### config.mk
export PLATFORM = sky130hd
export DESIGN_NAME = tx100_sym_enc
export DESIGN_NICKNAME = d
export VERILOG_FILES = /design/src/rtl/tx_enc_pkg.sv /design/src/rtl/tx_enc_framer.sv /design/src/rtl/tx_enc_serializer.sv /design/src/rtl/tx_enc_scrambler.sv /design/src/rtl/tx_enc_line.sv /design/src/rtl/tx100_sym_enc.sv
export SDC_FILE = /design/constraint.sdc
export NUM_CORES = 1
export LEC_CHECK = 0
export ABC_AREA = 1
export BUFFER_PORTS_ARGS = -buffer_cell sky130_fd_sc_hd__buf_2
export CORE_ASPECT_RATIO = 1.5
export CORE_MARGIN = 2
export CORE_UTILIZATION = 34
export CTS_CLUSTER_SIZE = 28
export DETAILED_ROUTE_END_ITERATION = 10
export GPL_ROUTABILITY_DRIVEN = 0
export PLACE_DENSITY = 0.64
export SLEW_MARGIN = 20
export SYNTH_ARGS = -nofsm -noshare
export SYNTH_HDL_FRONTEND = slang
export SYNTH_SLANG_ARGS = --single-unit
### constraint.sdc
create_clock -name clk -period 1.7 [get_ports clk]
set_clock_uncertainty 0.2 [all_clocks]
set_input_delay 0 -clock clk [delete_from_list [all_inputs] [get_ports clk]]
set_output_delay 0 -clock clk [all_outputs]
set_load 0.01 [all_outputs]
### src/rtl/tx_enc_pkg.sv
package tx_enc_pkg;

    localparam int NIB_W = 4;
    localparam int CG_W  = 5;

    localparam logic [CG_W-1:0] CG_IDLE  = 5'b11111;
    localparam logic [CG_W-1:0] CG_SSD1  = 5'b11000;
    localparam logic [CG_W-1:0] CG_SSD2  = 5'b10001;
    localparam logic [CG_W-1:0] CG_ESD1  = 5'b01101;
    localparam logic [CG_W-1:0] CG_ESD2  = 5'b00111;
    localparam logic [CG_W-1:0] CG_HALT  = 5'b00100;

    typedef enum logic [1:0] {
        FR_IDLE = 2'd0,
        FR_SSD2 = 2'd1,
        FR_DATA = 2'd2,
        FR_ESD2 = 2'd3
    } frame_st_e;

    function automatic logic [CG_W-1:0] nib_to_cg(input logic [NIB_W-1:0] nib);
        logic [CG_W-1:0] cg;
        case (nib)
            4'h0: cg = 5'b11110;
            4'h1: cg = 5'b01001;
            4'h2: cg = 5'b10100;
            4'h3: cg = 5'b10101;
            4'h4: cg = 5'b01010;
            4'h5: cg = 5'b01011;
            4'h6: cg = 5'b01110;
            4'h7: cg = 5'b01111;
            4'h8: cg = 5'b10010;
            4'h9: cg = 5'b10011;
            4'hA: cg = 5'b10110;
            4'hB: cg = 5'b10111;
            4'hC: cg = 5'b11010;
            4'hD: cg = 5'b11011;
            4'hE: cg = 5'b11100;
            default: cg = 5'b11101;
        endcase
        return cg;
    endfunction

    function automatic logic [1:0] ring_to_level(input logic [1:0] idx);
        logic [1:0] lvl;
        case (idx)
            2'd1:    lvl = 2'b01;
            2'd3:    lvl = 2'b11;
            default: lvl = 2'b00;
        endcase
        return lvl;
    endfunction

endpackage

### src/rtl/tx_enc_framer.sv
module tx_enc_framer
    import tx_enc_pkg::*;
(
    input  logic             clk,
    input  logic             rst_n,
    input  logic             load_i,
    input  logic             byp_i,
    input  logic             tx_en_i,
    input  logic             tx_er_i,
    input  logic [NIB_W-1:0] txd_i,
    output logic [CG_W-1:0]  code_o
);

    typedef struct packed {
        frame_st_e st;
    } fr_state_t;

    fr_state_t q, d;

    always_comb begin
        d      = q;
        code_o = CG_IDLE;
        if (byp_i) begin
            code_o = {tx_er_i, txd_i};
            d.st   = FR_IDLE;
        end else begin
            case (q.st)
                FR_IDLE: begin
                    if (tx_en_i) begin
                        code_o = CG_SSD1;
                        d.st   = FR_SSD2;
                    end
                end
                FR_SSD2: begin
                    code_o = CG_SSD2;
                    d.st   = FR_DATA;
                end
                FR_DATA: begin
                    if (!tx_en_i) begin
                        code_o = CG_ESD1;
                        d.st   = FR_ESD2;
                    end else if (tx_er_i) begin
                        code_o = CG_HALT;
                    end else begin
                        code_o = nib_to_cg(txd_i);
                    end
                end
                default: begin
                    code_o = CG_ESD2;
                    d.st   = FR_IDLE;
                end
            endcase
        end
        if (!load_i) begin
            d = q;
        end
    end

    always_ff @(posedge clk) begin
        if (!rst_n) begin
            q.st <= FR_IDLE;
        end else begin
            q <= d;
        end
    end

    // the second start delimiter always leads into the data phase
    assert_ssd_then_data_R4: assert property (@(posedge clk) disable iff (!rst_n)
        (load_i && !byp_i && q.st == FR_SSD2) |=> (q.st == FR_DATA));

    // the closing delimiter slot always returns to idle
    assert_esd_then_idle_R7: assert property (@(posedge clk) disable iff (!rst_n)
        (load_i && q.st == FR_ESD2) |=> (q.st == FR_IDLE));

    // framing state only moves on a nibble load
    assert_state_held_R7: assert property (@(posedge clk) disable iff (!rst_n)
        (!load_i) |=> $stable(q.st));

endmodule

### src/rtl/tx_enc_serializer.sv
module tx_enc_serializer
    import tx_enc_pkg::*;
#(
    parameter int CODE_W = CG_W
) (
    input  logic              clk,
    input  logic              rst_n,
    input  logic [CODE_W-1:0] code_i,
    output logic              load_o,
    output logic              bit_o
);

    localparam int PH_W = $clog2(CODE_W);
    localparam logic [PH_W-1:0] PH_LAST = PH_W'(CODE_W - 1);

    typedef struct packed {
        logic [PH_W-1:0]   phase;
        logic [CODE_W-1:0] sreg;
    } ser_state_t;

    ser_state_t q, d;

    always_comb begin
        d = q;
        if (q.phase == PH_LAST) begin
            d.phase = '0;
            d.sreg  = code_i;
        end else begin
            d.phase = q.phase + 1'b1;
            d.sreg  = {q.sreg[CODE_W-2:0], 1'b0};
        end
    end

    assign load_o = (q.phase == PH_LAST);
    assign bit_o  = q.sreg[CODE_W-1];

    always_ff @(posedge clk) begin
        if (!rst_n) begin
            q.phase <= '0;
            q.sreg  <= '1;
        end else begin
            q <= d;
        end
    end

    // the phase wraps after the last bit of a group
    assert_phase_wrap_R2: assert property (@(posedge clk) disable iff (!rst_n)
        load_o |=> (q.phase == '0));

    // inside a group the next lower bit follows
    assert_msb_first_R2: assert property (@(posedge clk) disable iff (!rst_n)
        (!load_o) |=> (bit_o == $past(q.sreg[CODE_W-2])));

endmodule

### src/rtl/tx_enc_scrambler.sv
module tx_enc_scrambler #(
    parameter int LFSR_W   = 11,
    parameter int LFSR_TAP = 9,
    parameter int SEED_W   = 5
) (
    input  logic              clk,
    input  logic              rst_n,
    input  logic [SEED_W-1:0] seed_i,
    input  logic              byp_i,
    input  logic              bit_i,
    output logic              bit_o
);

    localparam int FILL_W = LFSR_W - SEED_W;

    typedef struct packed {
        logic [LFSR_W-1:0] lfsr;
    } scr_state_t;

    scr_state_t q, d;
    logic       key;

    always_comb begin
        key    = q.lfsr[LFSR_W-1] ^ q.lfsr[LFSR_TAP-1];
        d.lfsr = {q.lfsr[LFSR_W-2:0], key};
        bit_o  = byp_i ? bit_i : (bit_i ^ key);
    end

    always_ff @(posedge clk) begin
        if (!rst_n) begin
            q.lfsr <= {{FILL_W{1'b1}}, seed_i};
        end else begin
            q <= d;
        end
    end

    // the cipher register never falls into the all-zero lock-up state
    assert_lfsr_live_R8: assert property (@(posedge clk) disable iff (!rst_n)
        (q.lfsr != '0));

    // the register advances by one shift every clock
    assert_lfsr_shift_R8: assert property (@(posedge clk) disable iff (!rst_n)
        1'b1 |=> (q.lfsr[LFSR_W-1:1] == $past(q.lfsr[LFSR_W-2:0])));

endmodule

### src/rtl/tx_enc_line.sv
module tx_enc_line
    import tx_enc_pkg::*;
(
    input  logic       clk,
    input  logic       rst_n,
    input  logic       bit_i,
    input  logic       byp_nrzi_i,
    input  logic       byp_mlt_i,
    output logic [1:0] level_o
);

    typedef struct packed {
        logic       nrzi;
        logic [1:0] idx;
        logic [1:0] lvl;
    } line_state_t;

    line_state_t q, d;

    always_comb begin
        d      = q;
        d.nrzi = byp_nrzi_i ? bit_i : (q.nrzi ^ bit_i);
        if (!byp_mlt_i && q.nrzi) begin
            d.idx = q.idx + 2'd1;
        end
        d.lvl  = byp_mlt_i ? {1'b0, q.nrzi} : ring_to_level(d.idx);
    end

    assign level_o = q.lvl;

    always_ff @(posedge clk) begin
        if (!rst_n) begin
            q.nrzi <= 1'b0;
            q.idx  <= 2'd0;
            q.lvl  <= 2'b00;
        end else begin
            q <= d;
        end
    end

    // a zero leaves the NRZI output where it was
    assert_nrzi_hold_R9: assert property (@(posedge clk) disable iff (!rst_n)
        (!byp_nrzi_i && !bit_i) |=> $stable(q.nrzi));

    // the ring holds on a zero
    assert_mlt_hold_R10: assert property (@(posedge clk) disable iff (!rst_n)
        (!byp_mlt_i && !q.nrzi) |=> $stable(q.idx));

    // the ring advances by one on a one
    assert_mlt_step_R10: assert property (@(posedge clk) disable iff (!rst_n)
        (!byp_mlt_i && q.nrzi) |=> (q.idx == 2'($past(q.idx) + 2'd1)));

    // the unused code never appears on the line
    assert_level_legal_R10: assert property (@(posedge clk) disable iff (!rst_n)
        (level_o != 2'b10));

    // a nonzero level is followed by zero or by itself
    assert_no_jump_R10: assert property (@(posedge clk) disable iff (!rst_n)
        (!byp_mlt_i && $past(!byp_mlt_i) && level_o != 2'b00)
        |=> (byp_mlt_i || level_o == 2'b00 || $stable(level_o)));

endmodule

### src/rtl/tx100_sym_enc.sv
module tx100_sym_enc
    import tx_enc_pkg::*;
#(
    parameter int LFSR_W   = 11,
    parameter int LFSR_TAP = 9,
    parameter int SEED_W   = 5
) (
    input  logic              clk,
    input  logic              rst_n,
    input  logic              tx_en_i,
    input  logic              tx_er_i,
    input  logic [3:0]        txd_i,
    input  logic [SEED_W-1:0] seed_i,
    input  logic              byp_code_i,
    input  logic              byp_scr_i,
    input  logic              byp_nrzi_i,
    input  logic              byp_mlt_i,
    output logic              nib_tick_o,
    output logic [1:0]        level_o
);

    logic [CG_W-1:0] code;
    logic            load;
    logic            ser_bit;
    logic            scr_bit;

    tx_enc_framer u_framer (
        .clk     (clk),
        .rst_n   (rst_n),
        .load_i  (load),
        .byp_i   (byp_code_i),
        .tx_en_i (tx_en_i),
        .tx_er_i (tx_er_i),
        .txd_i   (txd_i),
        .code_o  (code)
    );

    tx_enc_serializer #(.CODE_W(CG_W)) u_ser (
        .clk    (clk),
        .rst_n  (rst_n),
        .code_i (code),
        .load_o (load),
        .bit_o  (ser_bit)
    );

    tx_enc_scrambler #(
        .LFSR_W   (LFSR_W),
        .LFSR_TAP (LFSR_TAP),
        .SEED_W   (SEED_W)
    ) u_scr (
        .clk    (clk),
        .rst_n  (rst_n),
        .seed_i (seed_i),
        .byp_i  (byp_scr_i),
        .bit_i  (ser_bit),
        .bit_o  (scr_bit)
    );

    tx_enc_line u_line (
        .clk        (clk),
        .rst_n      (rst_n),
        .bit_i      (scr_bit),
        .byp_nrzi_i (byp_nrzi_i),
        .byp_mlt_i  (byp_mlt_i),
        .level_o    (level_o)
    );

    assign nib_tick_o = load;

    // the line is quiet on the first cycle out of reset
    assert_quiet_after_reset_R1: assert property (@(posedge clk)
        $rose(rst_n) |-> (level_o == 2'b00 && !nib_tick_o));

endmodule

== Yosys cells after proc, flatten, opt, wreduce, memory -nomap -nowiden ==
Memory sizes are Yosys's and may differ from the RTL's.
Cells that the tools add are included.
W data, S select, Z words.

* Flip-flop bits (word level): 26
* ROM bits: 80
* Memories kept: 1
* Logic and storage cells: 45
* Input bits: 17
* Output and inout bits: 3

* Reduce and logical (&&, ||, !) cells: 6
* Equality and inequality tests: 7
* $add $sub $neg: 2
* Bitwise logic cells: 4
* Multiplexer cells: 16

{| class="wikitable"
|+ Memories
! memory !! depth !! bits a word !! read ports !! clocked after memory_dff !! write ports !! line !! text
|-
| (name not given) || 16 || 5 || 1 || 0 || 0 || tx_enc_pkg.sv:22 || <nowiki>case (nib)</nowiki>
|}

{| class="wikitable"
|+ Operators by type and width
! kind !! count
|-
| $mux W5 || 5
|-
| $pmux W5 S3 || 1
|-
| $mux W2 || 4
|-
| $ne A3 B3 Y1 const B || 2
|-
| $pmux W2 S3 || 1
|-
| $eq A2 B1 Y1 const B || 2
|-
| $eq A2 B2 Y1 const B || 2
|-
| $pmux W2 S2 || 1
|-
| $reduce_or A2 Y1 || 2
|-
| $add A3 B1 Y3 const B || 1
|-
| $eq A3 B3 Y1 const B || 1
|-
| $mux W1 || 3
|-
| $mux W3 || 1
|-
| $reduce_and A3 Y1 || 1
|-
| $xor A1 B1 Y1 || 3
|-
| $add A2 B1 Y2 const B || 1
|-
| $logic_not A2 Y1 || 1
|-
| $logic_and A1 B1 Y1 || 1
|-
| $logic_not A1 Y1 || 1
|-
| $not A1 Y1 || 1
|}

== Longest topological paths before layout ==
Gate-level depths: netlist (run 1).

* Word-level depth: 6
* Depth in mapped cells: 8
* Gate-level depth less buffers: 8

== Hierarchy ==
From an unflattened synthesis (run 1), not the netlist that was laid out.

* Cells, all modules: 178
* Area, all modules: 1244.9 um2

{| class="wikitable"
|+ By module, submodules not included
! module !! area an instance (um2) !! sequential area each (um2) !! cells an instance !! instances
|-
| tx_enc_framer || 369.1 || 40.0 || 70 || 1
|-
| tx_enc_scrambler || 357.8 || 220.2 || 43 || 1
|-
| tx_enc_serializer || 307.8 || 160.2 || 38 || 1
|-
| tx_enc_line || 210.2 || 100.1 || 27 || 1
|}

== Worst setup path after synthesis (run 1) ==
Ideal clock, no wire load.

* Kind: register -> register
* Start: register u_framer.q[0] in the netlist's numbering
* End: register u_ser.q[1] in the netlist's numbering
* Library setup time: 0.114 ns
* Data required time: 1.386 ns
* Cell stages (with the launch flop): 9
* Path slack: 0.300 ns
* Buffers on the path: 0
* Period minus slack after synthesis: 1.400 ns
* Data arrival time: 1.086 ns
* Cell sequence: dfxtp_1 -> inv_1 -> ha_1 -> inv_1 -> nor2_1 -> nor3_2 -> nand2_1 -> a21oi_1 -> nor2_1

* Cells in the longest elaborated chain, start to end: 4
* Elaborated cells on any way between the ends: 6
* Classes of those cells: eq/ne (2); mux (3); reduce/logical (1)

{| class="wikitable"
|+ Ends and longest elaborated chain
! what !! line !! text
|-
| start: declaration || tx_enc_framer.sv:18 || <nowiki>fr_state_t q, d;</nowiki>
|-
| $eq A2 B2 Y1 (tied with other cells) || tx_enc_framer.sv:27 || <nowiki>case (q.st)</nowiki>
|-
| $pmux W5 S3 (*) || tx_enc_framer.sv:27 ||
|-
| $mux W5 (*) || tx_enc_framer.sv:23 || <nowiki>if (byp_i) begin</nowiki>
|-
| $mux W5 (*) || tx_enc_serializer.sv:25 || <nowiki>if (q.phase == PH_LAST) begin</nowiki>
|-
| end: declaration || tx_enc_serializer.sv:21 || <nowiki>ser_state_t q, d;</nowiki>
|}

Mark *: on every way between the ends. The rest lies on a longest branch, timed or not.
A chain may end at the register's enable or synchronous reset.

== Final worst setup path (run 1) ==
* Start: input rst_n
* End: register u_scr.q[3] in the netlist's numbering

* Cells in the longest elaborated chain, start to end: 1

{| class="wikitable"
|+ Ends and longest elaborated chain
! what !! line !! text
|-
| start: declaration || tx100_sym_enc.sv:9 || <nowiki>input logic rst_n,</nowiki>
|-
| $mux W5 || tx_enc_scrambler.sv:30 || <nowiki>if (!rst_n) begin</nowiki>
|-
| end: declaration || tx_enc_scrambler.sv:20 || <nowiki>scr_state_t q, d;</nowiki>
|}

No other way between the ends.

==> impl_results.md, run 1 <==
- Number of setup buffers added after CTS: 0
- Placement Rows: 26
- Area inside the core boundary: 3450 um2
- Most heavily used metal layer in global routing: met2
- Sequential cell area: 520 um2
- TritonCTS buffer count: 3
- Tightest Pin Transition: 0.209 ns
- Max cap viols: 0
- 1st-pass router iterations: 4
- Cell area power density: 849 nW/um2
- First-pass GRT wire length: 4.29 mm
- I/O pins: 20
- Total number of vias: 1,057
- Synth Instances: 161
- Yosys warns: 0
- Largest driver fanout on the critical path: 18
- Routed length per placed instance: 10.0 um
- Headroom to the max-slew limit: 86.0%
- Number of buffers on the longest clock path: 2
- Final standard cell area without fillers: 1610 um2
- Post-synthesis instance area: 1230 um2
- Num Clock Sinks: 26
- DP HPWL: 1.80 mm
- Cell type contributing the most total cell area after synthesis: dfxtp_1
- Count of non-filler cells in the finished layout: 241
- Most used cells in the layout excluding fill and tap cells: nand2_1, dfxtp_1, dlygate4sd3_1
- Routing usage on met2: 23.5%
- Clock network latency to the later pin of the worst-skew pair: 0.27 ns
- Arrival time worst endpoint: 1.56 ns
- Switch Pwr: 305 uW
- Via count of the first global-routing pass: 1,066
- Number of cells on the worst hold path: 1
- Portion of synthesized cell area occupied by the leading cell type: 42.4%
- Final Critical Period: 1.60 ns
- Vertical die dimension: 77.6 um
- Area used by multi-input combinational logic: 581 um2
- Portion of the post-synthesis area used by sequential elements: 42.4%
- Clock input transition at the sequential cells of the worst setup and hold paths: 0.09 ns
- Synthesis-stage register bit count: 26
- Total placed cells including tap cells: 217
- R2r setup slk: 0.20 ns
- Status: completed
- Critical setup path kind: in -> reg
- Total leakage power: 0.000760 uW
- Synthesized net count: 184
- Worst min-delay path category: reg -> reg
- Number of antenna violations at the first check in global routing: 0
- Post-route total power: 1370 uW
- Starting Density: 35.6%
- Die Wd: 53.1 um
- Nets: 223
- Cell at the root of the clock tree: clkbuf_8
- Most frequent standard cell in the layout excluding fill and tap cells: nand2_1
- Number of nets still failing antenna checks after routing: 0
- Routed wire length: 2.42 mm
- Port-buffer cells: 19
- Number of inserted filler cells in the final layout: 373
- Area post-placement: 1340 um2
- Total negative setup slack: 0 ns
- Leading post-synthesis cells by cell area: dfxtp_1, nand2_1, ha_1, a21oi_1, inv_1
- Largest net degree at the start of global routing: 19
- Maximum vdd ir drop: 0.466 mV
- Average cell area after synthesis: 7.62 um2
- Met1 global-route usage: 16.3%
- Switching part of the total: 22.3%
- Vias per cell: 4.39
- Post-route clock period utilization: 94.4%
- Final number of setup-violating endpoints: 0
- Critical path capture point type: register
- Reg2Reg Depth: 8
- Netlist cell types: 25
- Number of pins exceeding their max-slew limit in the final report: 0
- Flop pwr share: 48.6%
- Post-route worst hold slack: 0.216 ns
- RSZ-0062 raised after global routing: no
- DIE AREA: 4120 um2
- Crit path required time: 1.66 ns
- Critical path launch point type: input pin
- Power share of the combinational group: 14.4%
- TritonCTS clock tree: yes
- Total Routing Usage GR: 13.6%
- Pint: 1060 uW
- H-Tree Depth: 1
- Final Hold Fails: 0
- GR Layer Usage met3: 2.31%
- Power share of the clock group: 36.9%
- Synth-to-layout area growth: 31.2%
- Antenna diode instance count: 0
- F_max: 623 MHz
- DRC marker count from the first detailed-route iteration: 14
- Number of DRC violations after detailed routing: 0
- GRT overflow: 0
- Share of final-layout standard cells stronger than drive strength 1: 17.6%
## critical path, cell delays in order
cell,delay (ns)
dlygate4sd3_1,0.52
buf_2,0.23
inv_4,0.13
nand2_1,0.08
nand2_1,0.05
dlygate4sd3_1,0.55
## per-layer routing
layer | up-vias | part of all wire, %
li1 | 569 | -
met3 | 5 | 3.2
met5 | - | 0
met1 | 464 | 46
met2 | 19 | 49
met4 | 0 | 1.4
## stage by stage
stage	setup WS [ns]	util, %
after floorplan	0.300	-
after global placement	0.217	38.8
after detailed placement	0.211	38.8
after CTS	0.0451	46.6
after global routing	0.0155	46.7
final	0.0957	46.7
## repair_timing
action,CTS,global route
hold buffers,20,0
setup endpoints to repair,0,4
gates resized for setup,0,2
hold endpoints to repair,16,0
## Yosys cell counts (all sizes together)
master / instances
a21oi: 14
and2: 1
buf: 5
dfxtp: 26
ha: 6
inv: 22
nand2: 43
nand3: 7
nand3b: 1
nand4: 1
nor2: 17
nor3: 3
o21ai: 6
or2: 6
xnor2: 3
## power groups by stage
| stage | clock, uW | sequential (uW) | combinational, uW |
|---|---|---|---|
| 4_1_cts | 523 | 665 | 199 |
| 3_3_place_gp | 0 | 679 | 156 |
| 5_1_grt | 557 | 670 | 229 |
| 2_1_floorplan | 0 | 676 | 116 |
| 3_5_place_dp | 0 | 680 | 158 |
| 6_report | 505 | 665 | 197 |
## worst paths after layout
check / startpoint / to
worst max-delay path: rst_n / u_scr.q[3]$_DFF_P_
worst min-delay path: u_scr.q[9]$_SDFF_PN1_ / u_scr.q[10]$_SDFF_PN1_
worst max register to register: u_framer.q[0]$_SDFFE_PN0P_ / u_ser.q[1]$_SDFF_PN1_
worst min register to register: u_scr.q[9]$_SDFF_PN1_ / u_scr.q[10]$_SDFF_PN1_
## kinds of logic after synthesis
| group | synth area share (%) |
|---|---|
| DFF | 42.4 |
| and+or+nand+nor | 30.6 |
| buffers and inverters | 10.3 |
| adders and majority gates | 6.12 |
| AOI/OAI and AO/OA | 8.46 |
| xor gates and xnor gates | 2.14 |
## layout make-up
class	instances	area share, %
inverters	22	5.59
clock inverters	1	1.86
repair buffers	39	18.3
multi-input cells	108	36.1
clock buffers	3	2.56
flip-flops and latches	26	32.3
well taps	42	3.26
## sequential cells by signal (all words and copies together) (netlist names)
signal and count:
u_framer.q 2, u_ser.bit_o 1, u_ser.q 7, u_line.q 3
u_line.level_o 2, u_scr.q 11
(Power assumes the default switching activity.)
==> inputs of run 2 (changes only) <==
--- a/config.mk
+++ b/config.mk
@@ -12,2 +12,3 @@
 export CORE_UTILIZATION = 34
+export CTS_BUF_LIST = sky130_fd_sc_hd__clkbuf_16
 export CTS_CLUSTER_SIZE = 28
--- a/constraint.sdc
+++ b/constraint.sdc
@@ -4,2 +4,2 @@
 set_output_delay 0 -clock clk [all_outputs]
-set_load 0.01 [all_outputs]
+set_load 0.02 [all_outputs]
==> impl_results.md, run 2 (same netlist as run 1, synthesis figures left out) <==
- Routed wire length: 2.49 mm (was 2.42 mm)
- H-Tree Depth: 1 (unchanged)
- Number of DRC violations after detailed routing: 0 (unchanged)
- Post-route worst hold slack: -0.0580 ns (was 0.216 ns)
- Antenna diode instance count: 0 (unchanged)
- Total negative setup slack: 0 ns (unchanged)
- Final number of setup-violating endpoints: 0 (unchanged)
- Vertical die dimension: 77.6 um (unchanged)
- Headroom to the max-slew limit: 86.6% (was 86.0%)
- Cell at the root of the clock tree: clkbuf_16 (was clkbuf_8)
- Area inside the core boundary: 3450 um2 (unchanged)
- Arrival time worst endpoint: 1.58 ns (was 1.56 ns)
- TritonCTS buffer count: 3 (unchanged)
- DP HPWL: 1.80 mm (unchanged)
- I/O pins: 20 (unchanged)
- R2r setup slk: 0.21 ns (was 0.20 ns)
- Nets: 222 (was 223)
- Most frequent standard cell in the layout excluding fill and tap cells: nand2_1 (unchanged)
- Starting Density: 35.6% (unchanged)
- Status: finished with violations (was completed)
- Post-route clock period utilization: 93.0% (was 94.4%)
- DRC marker count from the first detailed-route iteration: 14 (unchanged)
- Final Critical Period: 1.58 ns (was 1.60 ns)
- GRT overflow: 0 (unchanged)
- Cell area power density: 933 nW/um2 (was 849 nW/um2)
- 1st-pass router iterations: 4 (unchanged)
- Final Hold Fails: 1 (was 0)
- Failing checks: hold timing
- Worst min-delay path category: in -> reg (was reg -> reg)
- Critical path capture point type: register (unchanged)
- Largest driver fanout on the critical path: 18 (unchanged)
- Number of buffers on the longest clock path: 2 (unchanged)
- Placement Rows: 26 (unchanged)
- Critical path launch point type: input pin (unchanged)
- Num Clock Sinks: 26 (unchanged)
- F_max: 633 MHz (was 623 MHz)
- Tightest Pin Transition: 0.201 ns (was 0.209 ns)
- Largest register FFs: 11 (unchanged)
- Largest net degree at the start of global routing: 19 (unchanged)
- RSZ-0062 raised after global routing: no (unchanged)
- Crit path required time: 1.70 ns (was 1.66 ns)
- Register with the most flip-flops: u_scr.q (unchanged)
- Share of final-layout standard cells stronger than drive strength 1: 20.2% (was 17.6%)
- Total leakage power: 0.000781 uW (was 0.000760 uW)
- Clock network latency to the later pin of the worst-skew pair: 0.26 ns (was 0.27 ns)
- Port-buffer cells: 19 (unchanged)
- Number of nets still failing antenna checks after routing: 0 (unchanged)
- Critical setup path kind: in -> reg (unchanged)
- Maximum vdd ir drop: 0.567 mV (was 0.466 mV)
- Synth-to-layout area growth: 35.0% (was 31.2%)
- Post-route total power: 1550 uW (was 1370 uW)
- Clock input transition at the sequential cells of the worst setup and hold paths: 0.06 ns (was 0.09 ns)
- Largest registers: u_scr.q: 11 flops, u_ser.q: 7 flops, u_line.q: 3 flops (unchanged)
- Max cap viols: 0 (unchanged)
- Number of pins exceeding their max-slew limit in the final report: 0 (unchanged)
- Routed length per placed instance: 10.4 um (was 10.0 um)
- Most used cells in the layout excluding fill and tap cells: nand2_1, dfxtp_1, dlygate4sd3_1 (unchanged)
- Total number of vias: 1,074 (was 1,057)
- DIE AREA: 4120 um2 (unchanged)
- Total Routing Usage GR: 14.4% (was 13.6%)
- Vias per cell: 4.48 (was 4.39)
- Via count of the first global-routing pass: 1,108 (was 1,066)
- Number of antenna violations at the first check in global routing: 0 (unchanged)
- First-pass GRT wire length: 4.46 mm (was 4.29 mm)
- Number of inserted filler cells in the final layout: 371 (was 373)
- Number of setup buffers added after CTS: 0 (unchanged)
- Die Wd: 53.1 um (unchanged)
- TritonCTS clock tree: yes (unchanged)
run 2: cell types whose count changed in the layout (fill, tap and decap cells not counted), sizes merged:
| cell | delta |
|---|---|
| dlygate4sd3 | -1 |
| clkbuf | +1 |
| buf | -1 |
run 2: worst max-delay path: stages:
cell and delay (ns):
dlygate4sd3_1 0.53, clkbuf_4 0.20, inv_4 0.17, nand2_1 0.07, nand2_1 0.06, dlygate4sd3_1 0.55
run 2: path summary, 6_finish.rpt:
path                         startpoint                endpoint  cells past startpoint
max                               rst_n      u_scr.q[3]$_DFF_P_                      6
min                          byp_nrzi_i  u_line.q[4]$_SDFF_PN0_                      5
max reg2reg  u_framer.q[0]$_SDFFE_PN0P_   u_ser.q[1]$_SDFF_PN1_                      8
min reg2reg       u_scr.q[6]$_SDFF_PN1_   u_scr.q[7]$_SDFF_PN1_                      1
run 2: power breakdown:
part | switching [uW] | internal (uW)
Sequential | 16.0 | 651
Combinational | 104 | 98.5
Clock | 208 | 468
run 2: layer usage:
metal	track usage (%)	wire [um]	up-vias
met3	2.31	94	5
met4	6.92	55	0
met1	16.3	1050	477
li1	-	-	569
met5	0	0	-
met2	25.0	1280	23
run 2: area by class of cell:
class / count / area (um2) / share of cell area (%)
clock buffers: 3 / 75.1 / 4.53
clock inverters: 1 / 30.0 / 1.81
inverters: 22 / 90.1 / 5.44
multi-input cells: 108 / 598 / 36.1
flip-flops and latches: 26 / 523 / 31.6
well taps: 42 / 52.6 / 3.17
repair buffers: 38 / 288 / 17.4
run 2: what timing repair did:
item | CTS | global route
endpoints found under the hold margin | 16 | 0
resized for setup | 0 | 8
setup endpoints to repair | 0 | 5
hold buffers | 20 | 0
run 2: metrics by stage:
stage	cell area, um2	worst slack, ns	hold slack (ns)	std cells	util [%]
floorplan	1230	0.299	-0.0969	161	-
global placement	1340	0.217	0.000830	217	38.8
detailed placement	1340	0.211	-0.00421	217	38.8
CTS	1640	0.00944	0.214	241	47.6
global route	1660	0.0172	0.0267	240	48.0
finish	1660	0.119	-0.0580	240	48.0
==> inputs of run 3 (changes only) <==
- clock period: 1.7 -> 1.6 ns (I/O delays scaled with it)
==> impl_results.md, run 3 (same netlist as run 1, synthesis figures left out) <==
- Status: completed (was finished with violations)
- Most used cells in the layout excluding fill and tap cells: nand2_1, dfxtp_1, dlygate4sd3_1, buf_2, inv_1 (was nand2_1, dfxtp_1, dlygate4sd3_1)
- Die Wd: 53.1 um (unchanged)
- F_max: 666 MHz
- Clock network latency to the later pin of the worst-skew pair: 0.26 ns (about the same)
- Final standard cell area without fillers: 1640 um2 (was 1660 um2)
- Post-route clock period utilization: 93.9%
- I/O pins: 20 (unchanged)
- Share of final-layout standard cells stronger than drive strength 1: 19.2% (was 20.2%)
- Min-Delay Startpoint: tx_en_i (was byp_nrzi_i)
- Arrival time worst endpoint: 1.46 ns (was 1.58 ns)
- Final Hold Fails: 0 (was 1)
- First-pass GRT wire length: 4.28 mm (was 4.46 mm)
- DP HPWL: 1.78 mm (was 1.80 mm)
- Largest registers: u_scr.q: 11 flops, u_ser.q: 7 flops, u_line.q: 3 flops (unchanged)
- Switching part of the total: 21.2% (about the same)
- TritonCTS buffer count: 3 (unchanged)
- Total negative setup slack: 0 ns (unchanged)
- TritonCTS clock tree: yes (unchanged)
- Setup Slack @ Placement: 0.0930 ns (was 0.211 ns)
- Worst r2r src: u_framer.q[0]$_SDFFE_PN0P_ (unchanged)
- Tightest Pin Transition: 0.309 ns (was 0.201 ns)
- Area inside the core boundary: 3450 um2 (unchanged)
- Via count of the first global-routing pass: 1,003 (was 1,108)
- Critical path launch point type: register (was input pin)
- DIE AREA: 4120 um2 (unchanged)
- GRT overflow: 0 (unchanged)
- Hold Path End: u_ser.q[2]$_SDFF_PN1_ (was u_line.q[4]$_SDFF_PN0_)
- Switch Pwr: 346 uW (was 328 uW)
- Number of cells on the worst hold path: 6 (was 5)
- Number of nets still failing antenna checks after routing: 0 (unchanged)
- Pint: 1290 uW (was 1220 uW)
- Antenna diode instance count: 0 (unchanged)
- Power share of the clock group: 43.9% (was 43.7%)
- Worst min-delay path category: in -> reg (unchanged)
- Vertical die dimension: 77.6 um (unchanged)
- Area post-placement: 1340 um2 (unchanged)
- Starting Density: 35.6% (unchanged)
- Synth-to-layout area growth: 33.3% (was 35.0%)
- Total number of vias: 1,047 (was 1,074)
- Power share of the combinational group: 12.9% (was 13.1%)
- Cell at the root of the clock tree: clkbuf_16 (unchanged)
- Flop pwr share: 43.2% (was 43.1%)
- Number of pins exceeding their max-slew limit in the final report: 0 (unchanged)
- Total leakage power: 0.000772 uW (was 0.000781 uW)
- Maximum vdd ir drop: 0.610 mV (was 0.567 mV)
- Num Clock Sinks: 26 (unchanged)
- Vias per cell: 4.36 (was 4.48)
- Number of buffers on the longest clock path: 2 (unchanged)
- H-Tree Depth: 1 (unchanged)
- Final setup margin: 0.0976 ns (was 0.119 ns)
- Largest net degree at the start of global routing: 19 (unchanged)
- Fraction of the core area covered by cells at the end of the flow: 47.5% (was 48.0%)
- Capture instance of the worst register-to-register path: u_ser.q[1]$_SDFF_PN1_ (unchanged)
- Final Critical Period: 1.50 ns
- Reg2Reg Depth: 8 (unchanged)
- Critical setup path kind: reg -> reg (was in -> reg)
- Routed wire length: 2.47 mm (was 2.49 mm)
- Nets: 222 (unchanged)
- Cell area power density: 1000 nW/um2 (was 933 nW/um2)
- Register with the most flip-flops: u_scr.q (unchanged)
- Largest driver fanout on the critical path: 4 (was 18)
- Count of non-filler cells in the finished layout: 240 (unchanged)
- 1st-pass router iterations: 4 (unchanged)
- R2r setup slk: 0.1 ns (was 0.21 ns)
- Placement Rows: 26 (unchanged)
- Max cap viols: 0 (unchanged)
- Crit path required time: 1.55 ns (was 1.70 ns)
- DRC marker count from the first detailed-route iteration: 6 (was 14)
- Routed length per placed instance: 10.3 um (was 10.4 um)
- Clock input transition at the sequential cells of the worst setup and hold paths: 0.07 ns (was 0.06 ns)
- Total placed cells including tap cells: 217 (unchanged)
- Number of antenna violations at the first check in global routing: 0 (unchanged)
- Total Routing Usage GR: 13.7% (was 14.4%)
- Largest register FFs: 11 (unchanged)
- Most frequent standard cell in the layout excluding fill and tap cells: nand2_1 (unchanged)
- Final number of setup-violating endpoints: 0 (unchanged)
- Headroom to the max-slew limit: 79.4% (was 86.6%)
- Critical path capture point type: register (unchanged)
- Number of DRC violations after detailed routing: 0 (unchanged)
- Port-buffer cells: 19 (unchanged)
==> run 3: cell count changes in the layout (fill, tap and decap cells not counted), sizes merged <==
| cell | before | now |
|---|---|---|
| clkbuf | 4 | 3 |
| buf | 18 | 19 |
==> run 3: repair_timing <==
item	4_1_cts	5_1_grt
endpoints found under the hold margin	16	0
endpoints found under the setup margin	0	2
gates resized for setup	0	3
buffers inserted	0	0
hold buffers	19	0
==> run 3: worst max path at each step <==
stage	start	end	slack, ns	cells after the start
2_1_floorplan	u_ser.q[5]$_SDFF_PP0_	u_ser.q[1]$_SDFF_PN1_	0.20	8
3_3_place_gp	u_framer.q[0]$_SDFFE_PN0P_	u_ser.bit_o$_SDFF_PN1_	0.13	8
3_5_place_dp	u_framer.q[0]$_SDFFE_PN0P_	u_ser.q[1]$_SDFF_PN1_	0.09	8
4_1_cts	u_framer.q[0]$_SDFFE_PN0P_	u_ser.q[1]$_SDFF_PN1_	0.09	8
5_1_grt	u_framer.q[0]$_SDFFE_PN0P_	u_ser.q[1]$_SDFF_PN1_	-0.003	8
6_report	u_framer.q[0]$_SDFFE_PN0P_	u_ser.q[1]$_SDFF_PN1_	0.1	8
==> run 3: worst max-delay path: stages (launching register included) <==
cell,delay [ns]
dfxtp_2,0.34
inv_1,0.08
ha_1,0.24
inv_1,0.08
nor2_1,0.06
nor3_2,0.13
nand2_1,0.07
a21oi_1,0.15
nor2_1,0.06
==> run 3: final cells by class <==
type | instances | area (um2)
Sequential cell | 26 | 523
Clock inverter | 1 | 30.0
Clock buffer | 3 | 75.1
Multi-Input combinational cell | 108 | 583
Tap cell | 42 | 52.6
Fill cell | 382 | 1810
Inverter | 22 | 87.6
Timing Repair Buffer | 38 | 285
==> run 3: power groups by stage <==
stage               Sequential [uW]  Clock (uW)  Combinational (uW)
floorplan                       718           0                 126
global placement                721           0                 169
detailed placement              722           0                 169
CTS                             707         737                 211
global route                    711         762                 242
finish                          707         719                 211
==> run 3: routing by layer <==
metal  share of wire, %  up-vias  track usage [%]
met5                  0        -                0
met4                  0        0             3.85
met3                3.6        0             2.69
met2                 52       16             24.4
met1                 45      461             16.2
li1                   -      570                -
==> run 3: per-stage QoR <==
stage / hold WS, ns / total power (uW)
after detailed placement: -0.00828 / 891
final: 0.00594 / 1640
after global placement: 0.00103 / 890
after floorplan: -0.0969 / 844
after CTS: 0.00259 / 1660
after global routing: 0.0512 / 1720
